File: src/rtl/dmach_pkg.sv
package dmach_pkg;

  localparam int unsigned REG_W  = 32;
  localparam int unsigned OFFS_W = 16;
  localparam int unsigned BE_W   = REG_W / 8;
  localparam int unsigned CMD_W  = 5;
  localparam int unsigned NPTR   = 5;

  // pointer slot indices
  localparam int unsigned IDX_CUR   = 0;
  localparam int unsigned IDX_LIM   = 1;
  localparam int unsigned IDX_CSTRT = 2;
  localparam int unsigned IDX_CSTOP = 3;
  localparam int unsigned IDX_INIT  = 4;

  // register offsets (word aligned)
  localparam logic [OFFS_W-1:0] OFF_CTRL  = 16'h0000;
  localparam logic [OFFS_W-1:0] OFF_CUR   = 16'h4000;
  localparam logic [OFFS_W-1:0] OFF_LIM   = 16'h4004;
  localparam logic [OFFS_W-1:0] OFF_CSTRT = 16'h4008;
  localparam logic [OFFS_W-1:0] OFF_CSTOP = 16'h400C;
  localparam logic [OFFS_W-1:0] OFF_INIT  = 16'h4200;

  // command bit positions
  localparam int unsigned CB_SET_EN  = 0;
  localparam int unsigned CB_SET_CHN = 1;
  localparam int unsigned CB_SET_DIR = 2;
  localparam int unsigned CB_RESET   = 3;
  localparam int unsigned CB_CLR_CMP = 4;

  // status readback positions
  localparam int unsigned SB_EN  = 24;
  localparam int unsigned SB_CHN = 25;
  localparam int unsigned SB_CMP = 26;
  localparam int unsigned SB_DIR = 27;

  typedef struct packed {
    logic clr_cmp;
    logic reset;
    logic set_dir;
    logic set_chn;
    logic set_en;
  } dmach_cmd_t;

  typedef struct packed {
    logic dir;
    logic cmp;
    logic chn;
    logic en;
  } dmach_flags_t;

  function automatic dmach_cmd_t decode_cmd(input logic [CMD_W-1:0] bits);
    dmach_cmd_t c;
    c.set_en  = bits[CB_SET_EN];
    c.set_chn = bits[CB_SET_CHN];
    c.set_dir = bits[CB_SET_DIR];
    c.reset   = bits[CB_RESET];
    c.clr_cmp = bits[CB_CLR_CMP];
    return c;
  endfunction

  function automatic logic [REG_W-1:0] status_word(input dmach_flags_t f);
    logic [REG_W-1:0] w;
    w         = '0;
    w[SB_EN]  = f.en;
    w[SB_CHN] = f.chn;
    w[SB_CMP] = f.cmp;
    w[SB_DIR] = f.dir;
    return w;
  endfunction

  function automatic logic [REG_W-1:0] ptr_advance(input logic [REG_W-1:0] p,
                                                   input logic [REG_W-1:0] step);
    return p + step;
  endfunction

endpackage

File: src/rtl/dmach_bus_if.sv
module dmach_bus_if
  import dmach_pkg::*;
#(
  parameter int unsigned ADDR_W = OFFS_W
) (
  input  logic                 acc_sel,
  input  logic                 acc_wr,
  input  logic [ADDR_W-1:0]    acc_addr,
  input  logic [BE_W-1:0]      acc_be,
  input  logic [CMD_W-1:0]     acc_cmd_bits,
  output dmach_cmd_t           cmd,
  output logic [NPTR-1:0]      ptr_we,
  output logic [NPTR-1:0]      ptr_hit,
  output logic                 ctrl_hit,
  output logic                 rd_ok
);

  logic full_word;
  logic wr_ok;
  logic [OFFS_W-1:0] offs;

  assign full_word = (acc_be == {BE_W{1'b1}});
  assign wr_ok     = acc_sel && acc_wr && full_word;
  assign rd_ok     = acc_sel && !acc_wr && full_word;
  assign offs      = OFFS_W'(acc_addr);

  always_comb begin
    ctrl_hit = (offs == OFF_CTRL);
    ptr_hit  = '0;
    ptr_hit[IDX_CUR]   = (offs == OFF_CUR);
    ptr_hit[IDX_LIM]   = (offs == OFF_LIM);
    ptr_hit[IDX_CSTRT] = (offs == OFF_CSTRT);
    ptr_hit[IDX_CSTOP] = (offs == OFF_CSTOP);
    ptr_hit[IDX_INIT]  = (offs == OFF_INIT);
  end

  assign ptr_we = wr_ok ? ptr_hit : '0;
  assign cmd    = (wr_ok && ctrl_hit) ? decode_cmd(acc_cmd_bits) : '0;

  // at most one register decoded per address
  always_comb begin
    p_decode_onehot_r4: assert ($onehot0({ctrl_hit, ptr_hit}))
      else $error("address decoded to several registers");
  end

endmodule

File: src/rtl/dmach_ptr_bank.sv
module dmach_ptr_bank
  import dmach_pkg::*;
#(
  parameter int unsigned STEP_BYTES = 4
) (
  input  logic                         clk,
  input  logic                         rst_n,
  input  logic [NPTR-1:0]              ptr_we,
  input  logic [REG_W-1:0]             wdata,
  input  logic                         fire,
  input  logic                         reload,
  output logic [NPTR-1:0][REG_W-1:0]   ptr_q,
  output logic                         adv_at_limit
);

  localparam logic [REG_W-1:0] STEP = REG_W'(STEP_BYTES);

  logic [REG_W-1:0] cur_adv;

  assign cur_adv      = ptr_advance(ptr_q[IDX_CUR], STEP);
  assign adv_at_limit = (cur_adv == ptr_q[IDX_LIM]);

  // current pointer: bus write > chained reload > advance
  always_ff @(posedge clk) begin
    if (!rst_n)                 ptr_q[IDX_CUR] <= '0;
    else if (ptr_we[IDX_CUR])   ptr_q[IDX_CUR] <= wdata;
    else if (reload)            ptr_q[IDX_CUR] <= ptr_q[IDX_CSTRT];
    else if (fire)              ptr_q[IDX_CUR] <= cur_adv;
  end

  // limit: bus write > chained reload
  always_ff @(posedge clk) begin
    if (!rst_n)                 ptr_q[IDX_LIM] <= '0;
    else if (ptr_we[IDX_LIM])   ptr_q[IDX_LIM] <= wdata;
    else if (reload)            ptr_q[IDX_LIM] <= ptr_q[IDX_CSTOP];
  end

  // plain software-owned slots
  for (genvar gi = IDX_CSTRT; gi < NPTR; gi++) begin : g_plain
    always_ff @(posedge clk) begin
      if (!rst_n)          ptr_q[gi] <= '0;
      else if (ptr_we[gi]) ptr_q[gi] <= wdata;
    end
  end

  p_advance_step_r8: assert property (@(posedge clk) disable iff (!rst_n)
    (fire && !reload && !ptr_we[IDX_CUR]) |=>
      ptr_q[IDX_CUR] == $past(ptr_q[IDX_CUR]) + STEP)
    else $error("pointer did not advance by one word");

  p_chain_reload_r10: assert property (@(posedge clk) disable iff (!rst_n)
    (reload && !ptr_we[IDX_CUR] && !ptr_we[IDX_LIM]) |=>
      (ptr_q[IDX_CUR] == $past(ptr_q[IDX_CSTRT])) &&
      (ptr_q[IDX_LIM] == $past(ptr_q[IDX_CSTOP])))
    else $error("chained reload took wrong values");

endmodule

File: src/rtl/dmach_status.sv
module dmach_status
  import dmach_pkg::*;
(
  input  logic         clk,
  input  logic         rst_n,
  input  dmach_cmd_t   cmd,
  input  logic         buf_done,
  output dmach_flags_t flags
);

  logic chain_taken;
  assign chain_taken = buf_done && flags.chn;

  always_ff @(posedge clk) begin
    if (!rst_n) begin
      flags <= '0;
    end else if (cmd.reset) begin
      flags <= '0;
    end else begin
      if (cmd.set_en)                  flags.en <= 1'b1;
      else if (buf_done && !flags.chn) flags.en <= 1'b0;

      if (cmd.set_chn)                 flags.chn <= 1'b1;
      else if (chain_taken)            flags.chn <= 1'b0;

      if (buf_done)                    flags.cmp <= 1'b1;
      else if (cmd.clr_cmp)            flags.cmp <= 1'b0;

      if (cmd.set_dir)                 flags.dir <= 1'b1;
    end
  end

  p_done_sets_cmp_r9: assert property (@(posedge clk) disable iff (!rst_n)
    (buf_done && !cmd.reset) |=> flags.cmp)
    else $error("completion did not set flag");

  p_reset_cmd_clears_r7: assert property (@(posedge clk) disable iff (!rst_n)
    cmd.reset |=> (flags == '0))
    else $error("reset command left a flag set");

  p_dir_sticky_r5: assert property (@(posedge clk) disable iff (!rst_n)
    (flags.dir && !cmd.reset) |=> flags.dir)
    else $error("direction flag dropped without reset command");

  p_chain_keeps_en_r10: assert property (@(posedge clk) disable iff (!rst_n)
    (chain_taken && !cmd.reset) |=> flags.en)
    else $error("enable lost on chained completion");

endmodule

File: src/rtl/dma_chain_channel.sv
module dma_chain_channel
  import dmach_pkg::*;
#(
  parameter int unsigned ADDR_W     = OFFS_W,
  parameter int unsigned STEP_BYTES = 4
) (
  input  logic                 clk,
  input  logic                 rst_n,
  input  logic                 acc_sel,
  input  logic                 acc_wr,
  input  logic [ADDR_W-1:0]    acc_addr,
  input  logic [BE_W-1:0]      acc_be,
  input  logic [REG_W-1:0]     acc_wdata,
  output logic [REG_W-1:0]     acc_rdata,
  output logic                 dev_req,
  input  logic                 dev_ack,
  output logic [REG_W-1:0]     dev_addr,
  output logic                 dev_dir,
  output logic                 irq
);

  dmach_cmd_t                  cmd;
  dmach_flags_t                flags;
  logic [NPTR-1:0]             ptr_we;
  logic [NPTR-1:0]             ptr_hit;
  logic                        ctrl_hit;
  logic                        rd_ok;
  logic [NPTR-1:0][REG_W-1:0]  ptr_q;
  logic                        adv_at_limit;

  // named internal events
  logic xfer_fire;
  logic buf_done;
  logic chain_reload;

  dmach_bus_if #(.ADDR_W(ADDR_W)) u_bus (
    .acc_sel      (acc_sel),
    .acc_wr       (acc_wr),
    .acc_addr     (acc_addr),
    .acc_be       (acc_be),
    .acc_cmd_bits (acc_wdata[CMD_W-1:0]),
    .cmd          (cmd),
    .ptr_we       (ptr_we),
    .ptr_hit      (ptr_hit),
    .ctrl_hit     (ctrl_hit),
    .rd_ok        (rd_ok)
  );

  dmach_ptr_bank #(.STEP_BYTES(STEP_BYTES)) u_ptrs (
    .clk          (clk),
    .rst_n        (rst_n),
    .ptr_we       (ptr_we),
    .wdata        (acc_wdata),
    .fire         (xfer_fire),
    .reload       (chain_reload),
    .ptr_q        (ptr_q),
    .adv_at_limit (adv_at_limit)
  );

  dmach_status u_stat (
    .clk      (clk),
    .rst_n    (rst_n),
    .cmd      (cmd),
    .buf_done (buf_done),
    .flags    (flags)
  );

  assign dev_req      = flags.en && (ptr_q[IDX_CUR] != ptr_q[IDX_LIM]);
  assign xfer_fire    = dev_req && dev_ack;
  assign buf_done     = xfer_fire && adv_at_limit;
  assign chain_reload = buf_done && flags.chn;

  assign dev_addr = ptr_q[IDX_CUR];
  assign dev_dir  = flags.dir;
  assign irq      = flags.cmp;

  always_comb begin
    acc_rdata = '0;
    if (rd_ok) begin
      if (ctrl_hit) acc_rdata = status_word(flags);
      for (int i = 0; i < NPTR; i++) begin
        if (ptr_hit[i]) acc_rdata = acc_rdata | ptr_q[i];
      end
    end
  end

  p_narrow_no_effect_r3: assert property (@(posedge clk) disable iff (!rst_n)
    (acc_sel && acc_wr && acc_be != {BE_W{1'b1}} && !xfer_fire) |=>
      $stable(ptr_q[IDX_CUR]) && $stable(flags))
    else $error("narrow write changed state");

  p_irq_held_r9: assert property (@(posedge clk) disable iff (!rst_n)
    (irq && !cmd.clr_cmp && !cmd.reset) |=> irq)
    else $error("irq dropped without clear");

  p_no_req_when_idle_r8: assert property (@(posedge clk) disable iff (!rst_n)
    (!flags.en && !cmd.set_en) |=> !dev_req)
    else $error("request without enable");

endmodule

File: config.mk
export PLATFORM = sky130hd
export DESIGN_NAME = dma_chain_channel
export DESIGN_NICKNAME = d
export VERILOG_FILES = /design/src/rtl/dmach_pkg.sv /design/src/rtl/dmach_bus_if.sv /design/src/rtl/dmach_ptr_bank.sv /design/src/rtl/dmach_status.sv /design/src/rtl/dma_chain_channel.sv
export SDC_FILE = /design/constraint.sdc
export NUM_CORES = 1
export LEC_CHECK = 0
export BUFFER_PORTS_ARGS = -buffer_cell sky130_fd_sc_hd__buf_2
export CAP_MARGIN = 20
export CORE_MARGIN = 4
export CORE_UTILIZATION = 64
export CTS_BUF_LIST = sky130_fd_sc_hd__clkbuf_16
export DETAILED_ROUTE_END_ITERATION = 6
export MAX_ROUTING_LAYER = met4
export PLACE_DENSITY = 0.93
export SETUP_SLACK_MARGIN = 0.1
export SLEW_MARGIN = 20
export SYNTH_ARGS = -nofsm -noshare
export SYNTH_HDL_FRONTEND = slang
export SYNTH_SLANG_ARGS = --single-unit
File: constraint.sdc
create_clock -name clk -period 7.4 [get_ports clk]
set_input_delay 0.74 -clock clk [delete_from_list [all_inputs] [get_ports clk]]
set_output_delay 0.74 -clock clk [all_outputs]
set_load 0.005 [all_outputs]
==> results of run 1 <==
-- worst max-delay path by stage --
stage | startpoint | slack (ns) | end | depth (start not counted)
finish | u_ptrs.ptr_q[2] | 2.42 | u_ptrs.ptr_q[12] | 11
CTS | u_ptrs.ptr_q[2] | 2.54 | u_ptrs.ptr_q[30] | 11
global route | u_ptrs.ptr_q[2] | 2.15 | u_ptrs.ptr_q[3] | 11
detailed placement | u_ptrs.ptr_q[2] | 2.54 | u_ptrs.ptr_q[12] | 11
global placement | u_ptrs.ptr_q[2] | 2.63 | u_ptrs.ptr_q[30] | 11
floorplan | acc_addr[6] | 3.95 | acc_rdata[26] | 8
-- cell usage after synthesis, types with 3 or more instances --
master	instances
a21boi_0	97
nor3_1	15
or2_2	4
xor2_1	37
xnor2_1	31
a31oi_1	17
buf_4	37
clkbuf_1	86
nand2_1	273
and4_1	3
o2111ai_1	3
buf_2	24
nor2_1	23
buf_1	3
inv_1	11
or3_1	6
mux2_2	41
nand4_1	34
nor4_1	17
and3_1	7
o211ai_1	3
nor3b_1	5
a22oi_1	61
mux2i_1	37
o21ai_0	70
a222oi_1	4
a21oi_1	70
and2_1	5
dfxtp_1	164
a41oi_1	17
nor2b_1	4
nand3_1	25
-- layout by cell type, fill, tap and decap left out, types with 37 or more instances in the layout --
cell type,synthesis,final
buf_2,24,122
mux2i_1,37,37
dfxtp_1,164,164
o21ai_0,70,70
xor2_1,37,37
a22oi_1,61,61
mux2_2,41,41
a21oi_1,70,70
nand2_1,273,271
a21boi_0,97,97
-- cell type report --
type | instances | share of cell area
Clock inverter | 15 | 0.00937
Multi-Input combinational cell | 958 | 0.556
Timing Repair Buffer | 140 | 0.0681
Tap cell | 211 | 0.0241
Sequential cell | 164 | 0.300
Inverter | 11 | 0.00377
Clock buffer | 17 | 0.0388
-- flip-flops by register name (all words and copies together), names as in the netlist --
signal        cells
u_stat.flags      4
u_ptrs.ptr_q    160
-- tightest hold or removal path: cells and delay by family, from the launching register on --
family / cells / cell delay, ns
simple gates: 1 / 0.05
compound gates: 1 / 0.06
flops: 1 / 0.31
-- cells by family after synthesis --
logic type | after synthesis | synth area share
buf+inv | 162 | 0.0777
xor+xnor | 70 | 0.0636
flops | 164 | 0.325
mux | 81 | 0.0865
fa+ha+maj | 1 | 0.00124
compound gates | 366 | 0.242
simple gates | 440 | 0.204
-- power by group --
| group | switching [mW] | internal [mW] |
|---|---|---|
| sequential | 0.000000580 | 0.883 |
| combinational | 0.0376 | 0.0237 |
| clock | 0.365 | 0.452 |
-- stage by stage --
stage | area, µm² | utilization
6_report | 11000 | 0.715
3_3_place_gp | 10400 | 0.680
2_1_floorplan | 10100 | -
5_1_grt | 11000 | 0.715
4_1_cts | 10900 | 0.714
3_5_place_dp | 10400 | 0.680
-- routing by layer --
metal / vias to the layer above / share of wire / track usage
met5: - / 0 / -
met4: 0 / 0.027 / 0.129
met3: 97 / 0.10 / 0.0646
met2: 652 / 0.47 / 0.558
met1: 4842 / 0.40 / 0.472
li1: 4573 / - / -
==> results.cfg, run 1 <==
[synth]
ys_ff_latch = 164
yosysSeqAreaShare = 0.325
synth_edf_count = 0
syn_inst = 1284
ys_top_cells_by_area = dfxtp_1, nand2_1, a21boi_0
synthesis.nets = 1342
ys_async_sr_fraction = 0
syn_area_per_cell_um2 = 7.86
synth_top_area_cell = dfxtp_1
ys_types = 70
synth_top_area_share = 0.325
synth_warnings = 0
synthFlopType = dfxtp_1
syn_area_um2 = 10100

[setup_path]
r2r-end = u_ptrs.ptr_q[12]
rr_worst_depth = 11
endpoint_kind = flop
critPathMaxFanout = 64
slowest_delay_ns = 0.75
worst-setup-path-type = reg2reg
crit_required_ns = 7.77
critPathSlowestCell = nor4_4
crit_family = simple AND/OR/NAND/NOR gates
critical_path_buf_inv_count = 1
crit_chain = ha_1, nand3_2, nor4_4, nand4_1, o2bb2ai_1, nor4_1, and4_1, buf_4, nand2_4, mux2_2, a31oi_1
reg2reg_from = u_ptrs.ptr_q[2]
cp.arrival_ns = 5.35
r2r_setup_slack_ns = 2.42
start_kind = flop

[layout]
syn_to_final_growth_pct = 8.46
drive_gt1_frac = 0.179
layout.nets = 1350
fillers = 1179
multi_input_area_um2 = 6090
ff_latch_area_um2 = 3280
diodes = 0
instances_no_fill = 1516

[clock_tree]
cts_resized = 0
cts_setup_buffers = 0
hold_buffers = 0
clk_latency_ns = 0.44
cts_made_buffers = 17
htree_levels = 4
clk_path_buf_depth = 2
cts_tree = built
clockRootBuffer = clkbuf_16
cts.clk_slew.worst_paths_ns = 0.06
cts_sinks = 164

[timing]
clock-skew-final_ns = 0.0152
min_period_ns = 4.98
max_freq_mhz = 201
layout_setup_ws_ns = 2.42
maxSlewHeadroom = 0.273
rsz0062_at_grt = false
drv_slew = 0
fin_setup_tns_ns = 0
hold_violations = 0
setup_violations = 0
period_share = 0.673
worstMarginPinSlew_ns = 1.09
whs_ns = 0.466

[routing]
via_per_inst = 6.70
drtPass1Iterations = 6
routed_wl_um = 32000
dr_total_vias = 10164
wire_per_inst_um = 21.1
first_iter_violations = 1328
ant_nets = 0
drc = 0

[pwr]
leakage_nw = 4.11
power_mw = 1.76
power_density_nw_per_um2 = 161
peakVddDrop_uv = 158

[placement]
gp_congestion = 0.973
dp_slack_ns = 2.54
placed_cells_incl_taps = 1484
port_buffers = 123
hpwl_um = 20300

[global_route]
grt_max_degree = 88
grt-ovfl-total = 0
grt_pass1_wl_um = 50600
gr-usage-all-layers = 0.359
first_global_vias = 9467
antenna_found_initial = 0

[floorplan]
dieWidth_um = 134
ios = 124
start_util = 0.659
fp.coreArea_um2 = 15300
dieArea_um2 = 17800
rows = 45
die_h_um = 134

[min_path]
min_from = u_ptrs.ptr_q[154]
holdPathEnd = u_ptrs.ptr_q[154]
hold_class = reg2reg
min_delay_path_depth = 2

[status]
status = finished clean

[run]
drv_cap = 0
Note: power is estimated with default switching activity, not from simulation.
==> run 2, diff against run 1 <==
- ABC_AREA: unset -> 1
- CORE_UTILIZATION: 64 -> 59
- PLACE_DENSITY: 0.93 -> 0.87
- clock period: 7.4 -> 4.82 ns (I/O delays scaled with it)
==> run 2 against run 1 <==
Flip-flop and latch count is the same. Hold slack lost 0.15 ns. Final area shrank 0.78%. Die area grew 6.0%. Register-to-register slack lost 1.5 ns.
==> results.cfg, run 2 <==
[floorplan]
dieWidth_um = 138
fp.coreArea_um2 = 16500
dieArea_um2 = 18900
die_h_um = 138
start_util = 0.599
ios = 124
rows = 47

[global_route]
grt_max_degree = 101
antenna_found_initial = 0
grt-ovfl-total = 0
gr-usage-all-layers = 0.329
grt_use_met3 = 0.0562
met2_usage = 0.520
first_global_vias = 9728
busiest_layer = met2
grt_pass1_wl_um = 48300
grtUsageMet1 = 0.425

[setup_path]
crit_chain = ha_1, nand3_1, nor2_2, nand2_1, nor2_4, nand2_1, nand2_1, nand2_1, nand2_1, nor2_1, nand2_1, nor2_2, nand3_4, inv_4, nor2_8, clkinv_1, nor2_1, nor2_1
crit_required_ns = 5.14
crit_top_cell = nand2_1
endpoint_kind = flop
cp.arrival_ns = 4.24
worst-setup-path-type = reg2reg
critPathMaxFanout = 31
slowest_delay_ns = 0.50
crit_family = simple AND/OR/NAND/NOR gates
critPathSlowestCell = clkinv_1
critical_path_buf_inv_count = 2
start_kind = flop

[layout]
drive_gt1_frac = 0.134
syn_to_final_growth_pct = 9.76
largest_register_ffs = 160
top_regs = u_ptrs.ptr_q x160, u_stat.flags x4
top_register = u_ptrs.ptr_q
layout_common_cells = nand2_1, a21oi_1, dfxtp_1
final_common_cell = nand2_1
layout.nets = 1632
diodes = 0
fillers = 1502

[synth]
syn_inst = 1543
ys_ff_latch = 164
synth_top_area_cell = dfxtp_1
synth.most_common_cell = nand2_1
synthesis.nets = 1601
synth_top_area_share = 0.332
synth_common_cells = nand2_1, a21oi_1, dfxtp_1
ys_top_cells_by_area = dfxtp_1, nand2_1, a21oi_1
syn_area_per_cell_um2 = 6.42
synth_edf_count = 0
yosysSeqAreaShare = 0.332
syn_area_um2 = 9900
ys_types = 41
synthFlopType = dfxtp_1
synth_warnings = 0
ys_async_sr_fraction = 0

[timing]
hold_violations = 0
min_period_ns = 3.92
clock-skew-final_ns = 0.0109
whs_ns = 0.311
fin_setup_tns_ns = 0
rsz0062_at_grt = false
setup_violations = 0
drv_slew = 0
period_share = 0.812
worstMarginPinSlew_ns = 1.05
maxSlewHeadroom = 0.301
max_freq_mhz = 255

[routing]
via_per_inst = 5.83
first_iter_violations = 1177
ant_nets = 0
drtPass1Iterations = 6
dr_total_vias = 10543
wire_per_inst_um = 16.7
routed_wl_um = 30100
drc = 0

[placement]
gp_congestion = 1.00
port_buffers = 123
hpwl_um = 20400

[pwr]
power_density_nw_per_um2 = 258
peakVddDrop_uv = 243
leakage_nw = 4.65

[clock_tree]
cts_resized = 0
cts_made_buffers = 17
cts_sinks = 164
cts.clk_slew.worst_paths_ns = 0.07
cts_tree = built
hold_buffers = 0
clk_latency_ns = 0.44
htree_levels = 4
clockRootBuffer = clkbuf_16
cts_setup_buffers = 0
clk_path_buf_depth = 2

[min_path]
hold_class = in2reg

[status]
status = finished clean

[run]
drv_cap = 0
## run 2: stage by stage
stage | util | setup WS [ns] | power [mW] | instance area (µm²) | cells
5_1_grt | 0.658 | 0.614 | 2.88 | 10900 | 1807
2_1_floorplan | - | 2.30 | 1.43 | 9900 | 1543
3_3_place_gp | 0.623 | 1.11 | 1.46 | 10300 | 1775
4_1_cts | 0.658 | 0.960 | 2.80 | 10900 | 1807
6_report | 0.658 | 0.905 | 2.80 | 10900 | 1807
3_5_place_dp | 0.623 | 0.993 | 1.46 | 10300 | 1775
## run 2: metal layers
metal	vias up	share of wire
li1	5097	-
met4	0	0.027
met1	4810	0.43
met2	560	0.46
met5	-	0
met3	76	0.091
## run 2: worst paths after layout
kind                    start                to  slack (ns)  cells after the start
max           u_ptrs.ptr_q[3]  u_ptrs.ptr_q[52]        0.90                     18
min              acc_wdata[0]   u_stat.flags[0]        0.31                      3
max reg2reg   u_ptrs.ptr_q[3]  u_ptrs.ptr_q[52]        0.90                     18
min reg2reg  u_ptrs.ptr_q[38]  u_ptrs.ptr_q[38]        0.50                      2
## run 2: kinds of logic (layout without fill, tap and decap cells)
family / Yosys count / in the layout / share of synthesized area
AO/OA/AOI/OAI: 496 / 496 / 0.264
AND/OR/NAND/NOR: 552 / 552 / 0.241
buffers and inverters: 291 / 335 / 0.128
flip-flops: 164 / 164 / 0.332
XOR/XNOR: 39 / 39 / 0.0345
adder cells (fa/ha/maj): 1 / 1 / 0.00126
## run 2: report_power, final
| group | switching [mW] | internal [mW] | leakage [nW] |
|---|---|---|---|
| clock network | 0.603 | 0.766 | 0.280 |
| logic | 0.0542 | 0.0270 | 3.05 |
| registers | 0.000000847 | 1.35 | 1.32 |
## run 2: worst register-to-register path: stages (launching register included)
cell and delay, ns:
dfxtp_1 0.48, ha_1 0.32, nand3_1 0.16, nor2_2 0.18, nand2_1 0.21, nor2_4 0.24
nand2_1 0.16, nand2_1 0.09, nand2_1 0.05, nand2_1 0.06, nor2_1 0.05, nand2_1 0.07
nor2_2 0.05, nand3_4 0.24, inv_4 0.21, nor2_8 0.45, clkinv_1 0.51, nor2_1 0.21
nor2_1 0.07
## run 2: cell type report
class | count | area, µm² | area share
Tap cell | 220 | 275 | 0.0253
Multi-Input combinational cell | 1088 | 5380 | 0.495
Sequential cell | 164 | 3280 | 0.302
Inverter | 165 | 622 | 0.0572
Clock inverter | 15 | 153 | 0.0140
Timing Repair Buffer | 138 | 731 | 0.0673
Clock buffer | 17 | 425 | 0.0392
==> run 3, diff against run 2 <==
- clock period: 4.82 -> 3.7 ns (I/O delays scaled with it)
==> run 3 against run 2 <==
Flip-flop and latch count unchanged. First-iteration DRC count down 11%. Largest cell class unchanged. Sequential power up 31%. Register-to-register slack worse by 0.35 ns. Critical endpoint is now u_ptrs.ptr_q[50].
==> results.cfg, run 3 (synthesis results as in run 2) <==
[layout]
layout_common_cells = nand2_1, a21oi_1, dfxtp_1
top_register = u_ptrs.ptr_q
drive_gt1_frac = 0.134
syn_to_final_growth_pct = 10.4
largest_register_ffs = 160
final_util = 0.661
instances_no_fill = 1814
top_regs = u_ptrs.ptr_q x160, u_stat.flags x4
diodes = 0
final_area_um2 = 10900
final_common_cell = nand2_1
layout.nets = 1639

[global_route]
first_global_vias = 9487
grt_pass1_wl_um = 47500
gr-usage-all-layers = 0.323
antenna_found_initial = 0
grt_max_degree = 84
grt-ovfl-total = 0

[setup_path]
r2r_setup_slack_ns = 0.56
critPathSlowestCell = dfxtp_1
cp.arrival_ns = 3.45
crit_required_ns = 4.01
crit_path_end = u_ptrs.ptr_q[50]
crit_top_cell = nand2_1
cp.depth = 17
slowest_delay_ns = 0.48
endpoint_kind = flop
r2r-end = u_ptrs.ptr_q[50]
start_kind = flop
critical_path_buf_inv_count = 2
worst-setup-path-type = reg2reg
critPathMaxFanout = 33
rr_worst_depth = 17
crit_path_start = u_ptrs.ptr_q[3]
crit_family = simple AND/OR/NAND/NOR gates
crit_chain = ha_1, nand3_1, nor2_2, nand2_1, nor2_4, nand3b_1, nand2_1, nand2_1, nor2_1, nand2_1, nor2_2, nand3_4, inv_4, nor2_8, buf_4, o21ai_1, a21oi_1
reg2reg_from = u_ptrs.ptr_q[3]

[floorplan]
die_h_um = 138
ios = 124
dieArea_um2 = 18900
dieWidth_um = 138
fp.coreArea_um2 = 16500
start_util = 0.599
rows = 47

[timing]
max_freq_mhz = 318
worstMarginPinSlew_ns = 1.05
hold_violations = 0
drv_slew = 0
period_share = 0.849
rsz0062_at_grt = false
setup_violations = 0
maxSlewHeadroom = 0.297
fin_setup_tns_ns = 0
clock-skew-final_ns = 0.00721
min_period_ns = 3.14

[clock_tree]
cts_tree = built
cts_sinks = 164
htree_levels = 4
clk_path_buf_depth = 2
cts_resized = 0
cts_setup_buffers = 0
clockRootBuffer = clkbuf_16
cts.clk_slew.worst_paths_ns = 0.06
hold_buffers = 0
cts_made_buffers = 17
clk_latency_ns = 0.43

[placement]
gp_congestion = 0.995
place_area_um2 = 10400
placed_cells_incl_taps = 1782
port_buffers = 123
hpwl_um = 20300

[min_path]
hold_class = in2reg
min_delay_path_depth = 3

[routing]
drtPass1Iterations = 6
first_iter_violations = 1053
drc = 0
wire_per_inst_um = 16.4
ant_nets = 0
routed_wl_um = 29700
via_per_inst = 5.72
dr_total_vias = 10377

[status]
status = finished clean

[pwr]
peakVddDrop_uv = 328
power_density_nw_per_um2 = 326
leakage_nw = 4.70
power_mw = 3.57

[run]
drv_cap = 0
[run 3: cell count changes in the layout (fill, tap and decap cells not counted)]
cell,previous run,this run
buf_12,0,3
buf_4,16,20
clkinv_1,6,8
clkinv_2,4,3
clkinv_4,0,2
clkinvlp_4,3,1
inv_1,154,158
inv_6,4,0
inv_8,1,0
[run 3: layer usage]
layer  vias to the layer above  routed length [µm]  track usage
met5                         -                   0            -
met4                         0                 509        0.100
met3                        45                2330       0.0508
met2                       479               13800        0.508
met1                      4731               13000        0.428
li1                       5122                   -            -
[run 3: tightest hold or removal path: stages]
cell	delay (ns)
buf_2	0.10
nand2_1	0.06
a21oi_1	0.05
[run 3: worst min-delay path by stage]
stage | slack [ns] | endpoint | start
2_1_floorplan | 0.46 | u_ptrs.ptr_q[63] | u_ptrs.ptr_q[63]
3_3_place_gp | 0.48 | u_ptrs.ptr_q[45] | u_ptrs.ptr_q[45]
3_5_place_dp | 0.48 | u_ptrs.ptr_q[45] | u_ptrs.ptr_q[45]
4_1_cts | 0.19 | u_stat.flags[0] | acc_wdata[0]
5_1_grt | 0.20 | u_stat.flags[1] | acc_wdata[1]
6_report | 0.20 | u_stat.flags[0] | acc_wdata[0]
[run 3: power breakdown]
group / internal, mW / switching, mW
clock network: 0.973 / 0.721
logic: 0.0365 / 0.0708
registers: 1.77 / 0.00000107
[run 3: final cells by class]
cell class | instances | area (µm²)
fill | 1496 | 5600
sequential | 164 | 3280
clock buffer | 17 | 425
inverter | 165 | 622
multi-input combinational | 1088 | 5380
timing repair buffer | 145 | 821
clock inverter | 15 | 126
tap | 220 | 275
[run 3: stage by stage]
step / hold slack [ns] / setup slack (ns)
3_3_place_gp: 0.479 / 0.662
3_5_place_dp: 0.485 / 0.604
2_1_floorplan: 0.464 / 1.25
5_1_grt: 0.199 / 0.257
4_1_cts: 0.190 / 0.585
6_report: 0.201 / 0.558
